## config.mk

```make
export PLATFORM = sky130hd
export DESIGN_NAME = scl_sync_gen
export DESIGN_NICKNAME = d
export VERILOG_FILES = /design/src/rtl/scl_pkg.sv /design/src/rtl/scl_dpath.sv /design/src/rtl/scl_ctrl.sv /design/src/rtl/scl_sync_gen.sv
export SDC_FILE = /design/constraint.sdc
export NUM_CORES = 1
export LEC_CHECK = 0
export ABC_AREA = 1
export BUFFER_PORTS_ARGS = -buffer_cell sky130_fd_sc_hd__buf_2
export CAP_MARGIN = 15
export CORE_MARGIN = 4
export CORE_UTILIZATION = 50
export CTS_CLUSTER_DIAMETER = 200
export CTS_CLUSTER_SIZE = 25
export DETAILED_ROUTE_END_ITERATION = 12
export PLACE_DENSITY_LB_ADDON = 0.3
export SETUP_SLACK_MARGIN = 0.3
export SLEW_MARGIN = 20
export SYNTH_ARGS = -nofsm -noshare
export SYNTH_HDL_FRONTEND = slang
export SYNTH_SLANG_ARGS = --single-unit
export TNS_END_PERCENT = 30
```

## constraint.sdc

```tcl
create_clock -name clk -period 2.4 [get_ports clk]
set_input_delay 0.24 -clock clk [delete_from_list [all_inputs] [get_ports clk]]
set_output_delay 0.24 -clock clk [all_outputs]
set_load 0.005 [all_outputs]
```

## src/rtl/scl_pkg.sv

```systemverilog
package scl_pkg;
  localparam int BIT_W = 4;
  localparam logic [BIT_W-1:0] LAST_BIT_BASE = 4'd9;
  localparam logic [BIT_W-1:0] LAST_BIT_EXT  = 4'd10;

  typedef enum logic [1:0] {
    ST_IDLE = 2'd0,
    ST_RUN  = 2'd1,
    ST_HOLD = 2'd2
  } sclState_t;

  // strobes from control to the counter datapath
  typedef struct packed {
    logic reload;
    logic dec;
  } cntStrobe_t;
endpackage

```

## src/rtl/scl_dpath.sv

```systemverilog
module scl_dpath
  import scl_pkg::*;
#(
  parameter int CNT_W       = 8,
  parameter int SYNC_STAGES = 2
) (
  input  logic             clk,
  input  logic             rst_n,
  input  logic             sclPin,
  input  logic [CNT_W-1:0] reloadVal,
  input  cntStrobe_t       strobe,
  output logic             sclS,
  output logic             sclFall,
  output logic             cntZero
);
  localparam int TOP_STAGE = SYNC_STAGES - 1;

  logic [SYNC_STAGES-1:0] syncChain;
  logic                   sclPrev;
  logic [CNT_W-1:0]       cnt;

  // line synchronizer, idle-high after reset
  generate
    if (SYNC_STAGES > 1) begin : gChain
      always_ff @(posedge clk or negedge rst_n) begin
        if (!rst_n) syncChain <= '1;
        else        syncChain <= {syncChain[SYNC_STAGES-2:0], sclPin};
      end
    end else begin : gSingle
      always_ff @(posedge clk or negedge rst_n) begin
        if (!rst_n) syncChain <= '1;
        else        syncChain <= sclPin;
      end
    end
  endgenerate

  assign sclS = syncChain[TOP_STAGE];

  always_ff @(posedge clk or negedge rst_n) begin
    if (!rst_n) sclPrev <= 1'b1;
    else        sclPrev <= sclS;
  end

  assign sclFall = sclPrev & ~sclS;

  // half-period counter
  always_ff @(posedge clk or negedge rst_n) begin
    if (!rst_n)            cnt <= '0;
    else if (strobe.reload) cnt <= reloadVal;
    else if (strobe.dec)    cnt <= cnt - 1'b1;
  end

  assign cntZero = (cnt == '0);
endmodule

```

## src/rtl/scl_ctrl.sv

```systemverilog
module scl_ctrl
  import scl_pkg::*;
(
  input  logic             clk,
  input  logic             rst_n,
  input  logic             tickEn,
  input  logic             goStart,
  input  logic             syncEn,
  input  logic             intClkSel,
  input  logic             hold9En,
  input  logic             phaseOpt,
  input  logic             hold10En,
  input  logic             relOnStop,
  input  logic             stopSeen,
  input  logic             sclS,
  input  logic             sclFall,
  input  logic             cntZero,
  output cntStrobe_t       strobe,
  output sclState_t        state,
  output logic             intClk,
  output logic [BIT_W-1:0] bitCnt
);
  logic             syncOn;
  logic             running;
  logic             frozen;
  logic             syncCut;
  logic             expire;
  logic             stepDn;
  logic             fallNow;
  logic             riseNow;
  logic             holdSel;
  logic             stopHit;
  logic             atLast;
  logic [BIT_W-1:0] lastBit;

  assign syncOn  = syncEn & intClkSel;
  assign running = (state == ST_RUN);
  assign lastBit = phaseOpt ? LAST_BIT_EXT : LAST_BIT_BASE;
  assign holdSel = phaseOpt ? hold10En : hold9En;
  assign stopHit = stopSeen & relOnStop;
  assign atLast  = (bitCnt == lastBit);

  // line held low while internal clock is high: stall
  assign frozen  = syncOn & intClk & ~sclS;
  assign syncCut = running & syncOn & intClk & sclFall;
  assign expire  = running & tickEn & ~frozen & cntZero;
  assign stepDn  = running & tickEn & ~frozen & ~cntZero;
  assign fallNow = syncCut | (expire & intClk);
  assign riseNow = expire & ~intClk & ~syncCut;

  always_comb begin
    strobe        = '0;
    strobe.reload = ((state == ST_IDLE) & goStart) | fallNow | riseNow;
    strobe.dec    = stepDn & ~syncCut;
  end

  always_ff @(posedge clk or negedge rst_n) begin
    if (!rst_n) begin
      state  <= ST_IDLE;
      intClk <= 1'b1;
      bitCnt <= '0;
    end else if (stopHit) begin
      state  <= ST_IDLE;
      intClk <= 1'b1;
    end else begin
      unique case (state)
        ST_IDLE: begin
          if (goStart) begin
            state  <= ST_RUN;
            intClk <= 1'b1;
            bitCnt <= '0;
          end
        end
        ST_RUN: begin
          if (fallNow) begin
            if (atLast) begin
              state  <= holdSel ? ST_HOLD : ST_IDLE;
              intClk <= ~holdSel;
            end else begin
              intClk <= 1'b0;
            end
          end else if (riseNow) begin
            intClk <= 1'b1;
            bitCnt <= bitCnt + 1'b1;
          end
        end
        ST_HOLD: begin
          if (!holdSel) begin
            state  <= ST_IDLE;
            intClk <= 1'b1;
          end
        end
        default: begin
          state  <= ST_IDLE;
          intClk <= 1'b1;
        end
      endcase
    end
  end
endmodule

```

## src/rtl/scl_sync_gen.sv

```systemverilog
module scl_sync_gen
  import scl_pkg::*;
#(
  parameter int CNT_W       = 8,
  parameter int SYNC_STAGES = 2
) (
  input  logic             clk,
  input  logic             rst_n,
  input  logic             tickEn,
  input  logic [CNT_W-1:0] reloadVal,
  input  logic             sclPin,
  input  logic             goStart,
  input  logic             syncEn,
  input  logic             intClkSel,
  input  logic             hold9En,
  input  logic             phaseOpt,
  input  logic             hold10En,
  input  logic             forceLow,
  input  logic             relOnStop,
  input  logic             stopSeen,
  output logic             sclDriveLow,
  output logic             xferClk,
  output logic [BIT_W-1:0] bitCnt
);
  cntStrobe_t strobe;
  sclState_t  state;
  logic       sclS;
  logic       sclFall;
  logic       cntZero;
  logic       intClk;
  logic       running;
  logic       parked;

  scl_dpath #(
    .CNT_W      (CNT_W),
    .SYNC_STAGES(SYNC_STAGES)
  ) u_dpath (
    .clk      (clk),
    .rst_n    (rst_n),
    .sclPin   (sclPin),
    .reloadVal(reloadVal),
    .strobe   (strobe),
    .sclS     (sclS),
    .sclFall  (sclFall),
    .cntZero  (cntZero)
  );

  scl_ctrl u_ctrl (
    .clk      (clk),
    .rst_n    (rst_n),
    .tickEn   (tickEn),
    .goStart  (goStart),
    .syncEn   (syncEn),
    .intClkSel(intClkSel),
    .hold9En  (hold9En),
    .phaseOpt (phaseOpt),
    .hold10En (hold10En),
    .relOnStop(relOnStop),
    .stopSeen (stopSeen),
    .sclS     (sclS),
    .sclFall  (sclFall),
    .cntZero  (cntZero),
    .strobe   (strobe),
    .state    (state),
    .intClk   (intClk),
    .bitCnt   (bitCnt)
  );

  assign running     = (state == ST_RUN);
  assign parked      = (state == ST_HOLD);
  assign sclDriveLow = forceLow | parked | (running & ~intClk);
  assign xferClk     = running & intClk & sclS;
endmodule

```

==> results of run 1 <==
## logic make-up (layout without fill, tap and decap cells)
| logic type | Yosys count | after routing | synth area share [%] |
|---|---|---|---|
| flip-flops | 18 | 18 | 37.8 |
| adder cells (fa/ha/maj) | 3 | 3 | 3.12 |
| buffers and inverters | 32 | 61 | 11.2 |
| AO/OA/AOI/OAI | 15 | 15 | 6.54 |
| AND/OR/NAND/NOR | 105 | 105 | 38.4 |
| XOR/XNOR | 4 | 4 | 2.91 |
## per-stage QoR
step | instance area [µm²] | power, W | hold slack (ns)
2_1_floorplan | 1200 | 0.00110 | -0.0556
3_3_place_gp | 1350 | 0.00124 | 0.197
3_5_place_dp | 1350 | 0.00127 | 0.197
4_1_cts | 1390 | 0.00147 | 0.0226
5_1_grt | 1390 | 0.00162 | 0.00459
6_report | 1390 | 0.00146 | 0.0317
## cell type report
class	count	share of cell area (%)
sequential	18	32.7
inverter	30	8.08
timing repair buffer	27	10.1
multi-input combinational	127	44.1
tap	28	2.51
clock buffer	4	2.60
## power groups by stage
| stage | clock [W] | combinational, W | sequential (W) |
|---|---|---|---|
| 2_1_floorplan | 0 | 0.000585 | 0.000514 |
| 3_3_place_gp | 0 | 0.000708 | 0.000531 |
| 6_report | 0.000192 | 0.000736 | 0.000532 |
| 4_1_cts | 0.000197 | 0.000739 | 0.000530 |
| 3_5_place_dp | 0 | 0.000734 | 0.000536 |
| 5_1_grt | 0.000216 | 0.000855 | 0.000547 |
## synthesized netlist by cell type
| master | number |
|---|---|
| a21oi_1 | 1 |
| buf_6 | 2 |
| dfrtp_1 | 14 |
| dfstp_2 | 4 |
| ha_1 | 3 |
| inv_1 | 29 |
| inv_2 | 1 |
| nand2_1 | 55 |
| nand2_2 | 2 |
| nand3_1 | 21 |
| nand3_2 | 2 |
| nand3b_1 | 1 |
| nor2_1 | 17 |
| nor2_2 | 1 |
| nor2_4 | 1 |
| nor3_1 | 4 |
| nor3_2 | 1 |
| o21ai_0 | 12 |
| o21ai_1 | 1 |
| o21ai_2 | 1 |
| xnor2_1 | 1 |
| xor2_1 | 3 |
## critical path, stage by stage, from the launching register on
cell	delay, ns
dfstp_2	0.58
nand2_1	0.09
nor2_4	0.12
nor2_2	0.06
nand2_2	0.09
nand3_2	0.21
inv_1	0.30
nand2_1	0.09
nand3_1	0.08
nand2_1	0.07
## registers in the layout, summed over array words and instances, names as in the netlist
| register | flops |
|---|---|
| u_dpath.cnt | 8 |
| u_ctrl.intClk | 1 |
| u_ctrl.bitCnt | 4 |
| u_ctrl.state | 2 |
| u_dpath.syncChain | 2 |
| u_dpath.sclPrev | 1 |
## metal layers
metal,vias up,part of all wire [%]
met3,7,3.9
met2,22,47
met5,-,0
met1,522,47
li1,611,-
met4,0,1.8
## how the worst max path moves through the flow
stage,cells after the start,from,to,slack [ns]
after floorplan,9,u_ctrl.intClk$_DFFE_PN1P_,u_dpath.cnt[3]$_DFFE_PN0P_,1.05
after global placement,9,u_ctrl.intClk$_DFFE_PN1P_,u_dpath.cnt[3]$_DFFE_PN0P_,0.68
after detailed placement,9,u_ctrl.intClk$_DFFE_PN1P_,u_dpath.cnt[1]$_DFFE_PN0P_,0.63
after CTS,9,u_ctrl.intClk$_DFFE_PN1P_,u_dpath.cnt[0]$_DFFE_PN0P_,0.62
after global routing,9,u_ctrl.intClk$_DFFE_PN1P_,u_dpath.cnt[1]$_DFFE_PN0P_,0.41
final,9,u_ctrl.intClk$_DFFE_PN1P_,u_dpath.cnt[0]$_DFFE_PN0P_,0.61
==> summary.txt, run 1 <==
Clock network
  • CTS root buffer: clkbuf_4
  • Setup repair bufs after CTS: 0
  • Inserted Clock Buffers: 3
  • Worst skew pair latency: 0.30 ns
  • Clock-pin transition on the worst setup and hold timing paths: 0.10 ns
  • CTS resizes: 0
  • Hold-fix buffers at CTS: 1
  • Clock sink count: 18
  • Worst-case clock buffer depth: 2
  • CTS tree: done
  • CTS HTree Levels: 1

Drt
  • Vias per std cell: 4.97
  • # DRC: 0
  • Routed vias: 1162
  • DRT Pass-1 Iters: 4
  • Avg WL per Cell: 11.4 µm
  • Iter 0 DRT Violations: 26
  • Final wirelength: 2670 µm
  • Post-DRT Antenna Nets: 0

Critical path
  • CP Max Fanout: 11
  • Critical path class: flip-flop to flip-flop
  • End of the worst register-to-register path: u_dpath.cnt[0]$_DFFE_PN0P_
  • Worst EP arrival: 1.98 ns
  • Crit start category: flip-flop
  • Cell depth of the worst flop-to-flop path: 9
  • Reg-to-Reg Start: u_ctrl.intClk$_DFFE_PN1P_
  • Critical Path RT: 2.59 ns
  • R2r setup slk: 0.61 ns
  • Crit path capture type: flip-flop

Hold path
  • Worst Hold Depth: 1
  • Hold path startpoint: sclPin
  • Hold Crit Class: input port to flip-flop
  • Worst Hold End: u_dpath.syncChain[0]$_DFF_PN1_

Pwr
  • Leakage: 0.797 nW
  • Combinational share of power: 50.4%
  • NetSw: 0.000682 W
  • Power density over the cells: 1050 nW/µm²
  • Peak supply drop: 591 µV
  • Sw frac: 46.7%
  • Reg power frac: 36.4%
  • Clk pwr share: 13.1%
  • Int Pwr: 0.000778 W

Synthesis
  • Net Count, Synth: 201
  • Netlist cell types: 22
  • Yosys top cell area share: 29.1%
  • Mapped Avg Cell Area: 6.81 µm²
  • #FFs+latches synth: 18
  • Yosys Warn Count: 0
  • Register area share after synthesis: 37.8%
  • Synth area leaders: dfrtp_1, nand2_1, inv_1, dfstp_2, nand3_1
  • Post-synthesis cell area: 1200 µm²
  • Post-Synthesis Cells: 177
  • Synth area leader: dfrtp_1

Final layout
  • Most frequent cells in the layout: nand2_1, inv_1, buf_2
  • Multi-input combinational cell area: 614 µm²
  • # fillers: 226
  • Storage element area: 455 µm²
  • Final net count: 231
  • Final Non-Filler Cells: 234
  • Share of layout cells above drive strength 1: 20.9%
  • Area growth syn-to-layout: 15.7%
  • Final Util: 61.8%
  • Antenna Cells: 0
  • Commonest non-fill, non-tap cell in the layout: nand2_1

Job
  • Max-Cap Viols: 0

Timing
  • Minimum clock period after layout: 1.79 ns
  • Worst Skew: 0.00751 ns
  • Final Cycle Share: 74.7%
  • Maximum clock rate: 558 MHz
  • RSZ-0062 raised after global routing: no
  • Worst-margin pin slew: 0.467 ns
  • Fin. Hold Viols: 0
  • Setup TNS: 0 ns
  • Setup violators final: 0
  • Max-slew violation count: 0
  • Final worst slack: 0.607 ns
  • Slew headroom: 68.8%

Floorplan
  • I/O pin count: 27
  • Row Count: 17
  • Core Area: 2250 µm²
  • Die Ht: 57.1 µm
  • Initial core utilization: 53.4%
  • Die Width: 57.1 µm
  • Area of the die: 3260 µm²

Place
  • Detail Placement HPWL: 2140 µm
  • Placed insts: 229
  • Port bufs: 26
  • RD Place Congestion: 0.860
  • Place WS: 0.629 ns

Run status
  • Outcome: finished, final reports clean

GRT
  • Met3 Usage GRT: 3.17%
  • Via count of the first global-routing pass: 1115
  • GR Util met2: 27.4%
  • Grt met1 use: 23.3%
  • Total grt overflow: 0
  • First-pass GRT wire length: 4510 µm
  • Largest net degree at the start of global routing: 19
  • Total GRT Usage: 17.3%
  • Grt peak-use layer: met2
  • Initial antenna violation count: 0
Note: power is estimated with default switching activity, not from simulation.
==> run 2, diff against run 1 <==
Settings changed: CORE_UTILIZATION 50 to 48.
Clock period 2.4 ns to 1.5 ns, I/O delays scaled along.
==> run 2 against run 1 <==
- the run now ends with negative setup slack left
- setup slack got worse by 0.61 ns
- cell area rose by 20%
- largest cell class unchanged
- final cell count rose by 9.0%
==> summary.txt, run 2 (same netlist as run 1, synthesis figures left out) <==
Pwr
  • Leakage: 0.921 nW (+16%)
  • Power density over the cells: 1820 nW/µm² (+74%)
  • Total power: 0.00305 W (+110%)
  • Peak supply drop: 1160 µV (+96%)

GRT
  • First-pass GRT wire length: 5230 µm (+16%)
  • Via count of the first global-routing pass: 1204 (+8.0%)
  • Initial antenna violation count: 0 (unchanged)
  • Largest net degree at the start of global routing: 19 (unchanged)
  • Total GRT Usage: 20.0% (+2.7 points)
  • Total grt overflow: 0 (unchanged)

Run status
  • Outcome: complete, but fails checks
  • Failing checks: negative setup slack

Timing
  • Worst Skew: 0.00775 ns (+0.000243 ns)
  • RSZ-0062 raised after global routing: yes
  • Worst-margin pin slew: 0.420 ns (-0.0469 ns)
  • Minimum clock period after layout: 1.50 ns (-0.289 ns)
  • Slew headroom: 72.0% (+3.2 points)
  • Final worst slack: -0.00366 ns (-0.611 ns)
  • Final Cycle Share: 100% (+26 points)
  • Max-slew violation count: 0 (unchanged)
  • Setup violators final: 1 (+1)
  • Maximum clock rate: 665 MHz (+19%)
  • Fin. Hold Viols: 0 (unchanged)
  • Setup TNS: -0.00366 ns (-0.00366 ns)
  • Min Hold Slack: 0.137 ns (+0.105 ns)

Final layout
  • Share of layout cells above drive strength 1: 37.9% (+17 points)
  • Biggest regs: u_dpath.cnt (8), u_ctrl.bitCnt (4)
  • Most frequent cells in the layout: nand2_1, buf_2, inv_1
  • Antenna Cells: 0 (unchanged)
  • Multi-input combinational cell area: 707 µm² (+15%)
  • Commonest non-fill, non-tap cell in the layout: nand2_1
  • Final net count: 252 (+9.1%)
  • # fillers: 167 (-26%)
  • Max reg flops: 8 (unchanged)
  • Biggest register: u_dpath.cnt
  • Area growth syn-to-layout: 39.0%
  • Storage element area: 457 µm² (+0.27%)

Hold path
  • Hold Crit Class: input port to flip-flop
  • Worst Hold Depth: 5 (+4)
  • Worst Hold End: u_dpath.cnt[4]$_DFFE_PN0P_
  • Hold path startpoint: reloadVal[4]

Critical path
  • CP Max Fanout: 3 (-8)
  • End of the worst register-to-register path: u_ctrl.bitCnt[2]$_DFFE_PN0P_
  • Crit-path cells: inv_2, nand2_2, nor2_4, nor2_2, nand2_2, buf_6, nand2_4, nand2_4, nor2_4, nand3b_1, nand2_1
  • Worst EP arrival: 1.75 ns (-0.23 ns)
  • Max incr delay on CP: 0.56 ns (-0.02 ns)
  • Slowest CP cell: dfstp_2
  • Cell depth of the worst flop-to-flop path: 11 (+2)
  • Crit start category: flip-flop
  • Reg-to-Reg Start: u_dpath.syncChain[1]$_DFF_PN1_
  • Critical Path RT: 1.75 ns (-0.84 ns)
  • Critical path class: flip-flop to flip-flop
  • R2r setup slk: -0.004 ns (-0.61 ns)
  • Crit path capture type: flip-flop

Clock network
  • Worst-case clock buffer depth: 2 (unchanged)
  • Worst skew pair latency: 0.31 ns (about the same)
  • CTS tree: done
  • Clock-pin transition on the worst setup and hold timing paths: 0.12 ns (+0.02 ns)
  • CTS HTree Levels: 1 (unchanged)
  • Clock sink count: 18 (unchanged)
  • CTS root buffer: clkbuf_4
  • Inserted Clock Buffers: 3 (unchanged)

Place
  • Port bufs: 26 (unchanged)
  • RD Place Congestion: 0.830 (-3.5%)
  • Detail Placement HPWL: 2260 µm (+5.8%)

Job
  • Max-Cap Viols: 0 (unchanged)

Floorplan
  • Row Count: 17 (unchanged)
  • I/O pin count: 27 (unchanged)
  • Die Width: 58.1 µm (+1.8%)
  • Area of the die: 3380 µm² (+3.6%)
  • Die Ht: 58.1 µm (+1.8%)
  • Core Area: 2300 µm² (+1.9%)
  • Initial core utilization: 52.5% (-0.99 points)

Drt
  • Routed vias: 1280 (+10%)
  • Avg WL per Cell: 12.8 µm (+12%)
  • Iter 0 DRT Violations: 80 (+210%)
  • Post-DRT Antenna Nets: 0 (unchanged)
  • Final wirelength: 3260 µm (+22%)
  • DRT Pass-1 Iters: 4 (unchanged)
  • Vias per std cell: 5.02 (+1.1%)
  • # DRC: 0 (unchanged)
==> run 2: stage by stage <==
step | utilization, % | area (µm²) | instances | setup WS, ns
after floorplan | - | 1210 | 177 | 0.170
after global placement | 63.3 | 1460 | 243 | 0.0302
after detailed placement | 63.3 | 1460 | 243 | 0.00826
after CTS | 67.7 | 1560 | 250 | 0.0231
after global routing | 72.9 | 1680 | 255 | -0.0878
final | 72.9 | 1680 | 255 | -0.00366
==> run 2: per-layer routing <==
metal / GRT usage [%] / part of all wire [%] / vias to the layer above
li1: - / - / 651
met1: 24.8 / 45 / 592
met2: 34.0 / 50 / 29
met3: 2.67 / 3.3 / 8
met4: 9.27 / 2.0 / 0
met5: 0 / 0 / -
==> run 2: power by group <==
group / switching [W] / total, W / leakage, nW / internal, W
Sequential: 0.000169 / 0.000837 / 0.218 / 0.000669
Clock: 0.000178 / 0.000327 / 0.0210 / 0.000148
Combinational: 0.00105 / 0.00189 / 0.683 / 0.000838
==> run 2: final cells by class <==
| cell class | count | share of cell area (%) |
|---|---|---|
| Clock buffer | 4 | 2.17 |
| Sequential cell | 18 | 27.3 |
| Tap cell | 28 | 2.09 |
| Timing Repair Buffer | 48 | 19.3 |
| Inverter | 30 | 7.02 |
| Multi-Input combinational cell | 127 | 42.2 |
==> run 2: how the worst max path moves through the flow <==
stage,startpoint,endpoint,slack [ns],depth (start not counted)
after global placement,u_dpath.syncChain[1]$_DFF_PN1_,u_ctrl.bitCnt[1]$_DFFE_PN0P_,0.03,11
after CTS,u_ctrl.state[1]$_DFFE_PN0P_,xferClk,0.02,5
after floorplan,u_dpath.cnt[0]$_DFFE_PN0P_,u_dpath.cnt[3]$_DFFE_PN0P_,0.17,10
after detailed placement,u_dpath.syncChain[1]$_DFF_PN1_,u_ctrl.bitCnt[0]$_DFFE_PN0P_,0.008,11
after global routing,u_dpath.syncChain[1]$_DFF_PN1_,u_ctrl.bitCnt[0]$_DFFE_PN0P_,-0.09,11
final,u_dpath.syncChain[1]$_DFF_PN1_,u_ctrl.bitCnt[2]$_DFFE_PN0P_,-0.004,11
==> run 2: what timing repair did <==
action                                  in CTS  in global routing
pin swaps                                    4                  8
gates resized for setup                     18                 23
endpoints found under the setup margin      17                 17
setup buffers                                1                  5
gates cloned                                 0                  0
endpoints found under the hold margin       15                  0
hold buffers                                 2                  0
==> run 2: worst max-delay path, delay by kind of cell, from the launching register on <==
family / cells / cell delay [ns]
and+or+nand+nor: 9 / 0.72
DFF: 1 / 0.56
buffers and inverters: 2 / 0.17
==> run 3, diff against run 2 <==
Settings changed: ABC_AREA 1 to unset, CORE_UTILIZATION 48 to 46, SYNTH_HIERARCHICAL set to 1, TNS_END_PERCENT 30 to 1.
==> run 3 against run 2 <==
- the flow still finishes with violations (negative setup slack)
- die area decreased by 5.9%
- wire length fell by 14%
- setup slack worse by 0.77 ns
- worst hold slack worse by 0.089 ns
- sequential share of layout area rose by 1.7 points
- fmax fell by 34%
- final cell count decreased by 21%
- register-to-register slack worse by 0.77 ns
- core utilization fell by 1.8 points
- clock-buffer cell count did not move
- critical path type unchanged
- largest power group unchanged
==> summary.txt, run 3 <==
Synthesis
  • Post-Synth XOR/XNOR Area: 4.07% (+1.2 points)
  • Mapped Avg Cell Area: 9.52 µm² (+40%)
  • Main combinational cell family by area after synthesis: simple AND/OR/NAND/NOR gates
  • Ys async rst share: 100% (unchanged)
  • Simple-Gate Fraction of Synth Area: 29.3% (-9.1 points)
  • Synth cell count leaders: nand2_1, dfrtp_1, o21ai_0
  • Yosys top cell area share: 32.6% (+3.5 points)
  • Post-Synthesis Cells: 113 (-36%)
  • Net Count, Synth: 137 (-32%)
  • Post-synthesis compound-gate area fraction: 17.4% (+11 points)
  • Cell with the most instances after synthesis: nand2_1
  • Yosys Warn Count: 6 (+6)
  • Synth area leaders: dfrtp_1, dfstp_2, nand2_1, o21ai_0, ha_1
  • Netlist cell types: 40 (+82%)
  • Synth area leader: dfrtp_1
  • #FFs+latches synth: 18 (unchanged)
  • Mux contribution to synthesized area: 0.930% (+0.93 points)
  • Register area share after synthesis: 42.3% (+4.5 points)
  • Most used DFF post-synth: dfrtp_1
  • Post-synth EDFFs: 0 (unchanged)
  • Adder-Cell Fraction of Synth Area: 3.49% (+0.37 points)
  • Post-synthesis cell area: 1080 µm² (-11%)

Final layout
  • Max reg flops: 8 (unchanged)
  • Post-route cell area: 1570 µm² (-6.0%)
  • Biggest register: u_dpath/cnt
  • Final Non-Filler Cells: 202 (-21%)
  • Final net count: 199 (-21%)
  • Most frequent cells in the layout: buf_4, buf_2, nand2_1
  • Antenna Cells: 0 (unchanged)
  • Area growth syn-to-layout: 46.3%
  • Biggest regs: u_dpath/cnt (8), u_ctrl/bitCnt (4)
  • Share of layout cells above drive strength 1: 45.4% (+7.5 points)
  • Commonest non-fill, non-tap cell in the layout: buf_4

Drt
  • Iter 0 DRT Violations: 33 (-59%)
  • Final wirelength: 2790 µm (-14%)
  • # DRC: 0 (unchanged)
  • Vias per std cell: 5.42 (+7.9%)
  • DRT Pass-1 Iters: 4 (unchanged)
  • Avg WL per Cell: 13.8 µm (+8.2%)
  • Routed vias: 1094 (-15%)
  • Post-DRT Antenna Nets: 0 (unchanged)

Place
  • Port bufs: 26 (unchanged)
  • Dpl cell area: 1430 µm² (-1.9%)
  • Detail Placement HPWL: 1940 µm (-14%)
  • RD Place Congestion: 0.781 (-6.0%)
  • Placed insts: 188 (-23%)

GRT
  • Grt met1 use: 21.3% (-3.5 points)
  • Largest net degree at the start of global routing: 19 (unchanged)
  • Grt peak-use layer: met2
  • Total grt overflow: 0 (unchanged)
  • First-pass GRT wire length: 4600 µm (-12%)
  • GR Util met2: 32.4% (-1.6 points)
  • Met3 Usage GRT: 3.22% (+0.55 points)
  • Total GRT Usage: 17.8% (-2.1 points)
  • Initial antenna violation count: 0 (unchanged)
  • Via count of the first global-routing pass: 1111 (-7.7%)

Critical path
  • Crit start category: flip-flop
  • Worst EP arrival: 2.46 ns (+0.71 ns)
  • Crit path capture type: flip-flop
  • Critical Path RT: 1.69 ns (-0.06 ns)
  • Critical Path Start: u_dpath/cnt[5]$_DFFE_PN0P_
  • Cell depth of the worst flop-to-flop path: 6 (-5)
  • Reg-to-Reg Start: u_dpath/cnt[5]$_DFFE_PN0P_
  • Critical path class: flip-flop to flip-flop
  • CP Max Fanout: 5 (+2)

Timing
  • Max-slew violation count: 0 (unchanged)
  • RSZ-0062 raised after global routing: yes
  • Setup violators final: 15 (+14)
  • Setup TNS: -9.90 ns (-9.89 ns)
  • Fin. Hold Viols: 0 (unchanged)
  • Worst-margin pin slew: 0.419 ns (-0.000820 ns)
  • Final Cycle Share: 151% (+51 points)
  • Slew headroom: 72.1% (about the same)
  • Minimum clock period after layout: 2.27 ns (+0.769 ns)
  • Worst Skew: 0.000783 ns (-0.00697 ns)
  • Final worst slack: -0.772 ns (-0.769 ns)
  • Maximum clock rate: 440 MHz (-34%)

Hold path
  • Worst Hold Depth: 2 (-3)
  • Hold Crit Class: input port to flip-flop
  • Hold path startpoint: relOnStop

Floorplan
  • Area of the die: 3180 µm² (-5.9%)
  • Die Width: 56.4 µm (-3.0%)
  • Core Area: 2210 µm² (-3.7%)
  • I/O pin count: 27 (unchanged)
  • Initial core utilization: 48.6% (-3.8 points)
  • Die Ht: 56.4 µm (-3.0%)
  • Row Count: 17 (unchanged)

Clock network
  • Clock-pin transition on the worst setup and hold timing paths: 0.10 ns (-0.02 ns)
  • Clock sink count: 18 (unchanged)
  • CTS root buffer: clkbuf_4
  • Worst skew pair latency: 0.29 ns (-0.02 ns)
  • CTS tree: done
  • CTS HTree Levels: 1 (unchanged)
  • Inserted Clock Buffers: 3 (unchanged)
  • Worst-case clock buffer depth: 2 (unchanged)

Pwr
  • Leakage: 0.730 nW (-21%)
  • Peak supply drop: 788 µV (-32%)
  • Power density over the cells: 1290 nW/µm² (-29%)
  • Total power: 0.00203 W (-34%)

Run status
  • Outcome: complete, but fails checks
  • Failing checks: negative setup slack

Job
  • Max-Cap Viols: 0 (unchanged)
run 3: cell count changes after synthesis, sizes merged, moves of 3 or more:
cell,before,now
or4,0,3
nor2,19,1
inv,30,5
nor2b,0,6
nand2b,0,5
nor3,5,1
nand3,23,3
nand2,57,17
run 3: worst paths after layout:
path                                                   to  slack [ns]
hold reg to reg            u_dpath/syncChain[1]$_DFF_PN1_        0.36
max in group asynchronous       u_dpath/sclPrev$_DFF_PN1_        0.86
min in group asynchronous     u_ctrl/state[1]$_DFFE_PN0P_        0.31
setup / recovery               u_dpath/cnt[5]$_DFFE_PN0P_       -0.77
setup reg to reg               u_dpath/cnt[5]$_DFFE_PN0P_       -0.77
hold / removal                u_ctrl/state[1]$_DFFE_PN0P_        0.05
run 3: final cells by class:
cell class | instances | area, µm²
fillers | 185 | 638
clock buffers | 4 | 26.3
well taps | 28 | 35.0
multi-input cells | 90 | 663
repair buffers | 57 | 375
flip-flops and latches | 18 | 455
inverters | 5 | 18.8
run 3: metal layers:
metal  share of wire [%]  up-vias
met1                  44      528
li1                    -      542
met5                   0        -
met3                 5.2        0
met2                  51       24
met4                   0        0
run 3: timing repair:
action	in CTS	in global routing
gates resized for setup	4	10
pin swaps	7	9
setup buffers	0	7
endpoints found under the setup margin	17	17
gates cloned	0	1
hold buffers	2	0
hold endpoints to repair	15	0
run 3: logic make-up (layout without fill, tap and decap cells):
logic type      Yosys count  after routing
compound gates           28             29
simple gates             52             52
buf+inv                   6             66
fa+ha+maj                 3              3
xor+xnor                  5              5
mux                       1              1
flops                    18             18
run 3: power breakdown:
part	switching, W	internal [W]	leakage (nW)
registers	0.000116	0.000633	0.218
clock network	0.000151	0.000104	0.0150
logic	0.000464	0.000559	0.497
run 3: metrics by stage:
stage	hold WS [ns]	utilization [%]	setup WS, ns
final	0.0486	71.2	-0.772
after global routing	0.0381	71.2	-0.868
after CTS	0.0448	67.1	-0.738
after detailed placement	0.109	64.5	-0.780
after global placement	0.103	64.5	-0.675
after floorplan	-0.146	-	-0.666
run 3: critical path, cell delays in order (launching register included):
cell and delay [ns]:
dfrtp_1 0.39, or4_4 0.56, nor4b_4 0.38, and4b_2 0.31
or4b_4 0.25, nor4_2 0.04, o31a_1 0.23
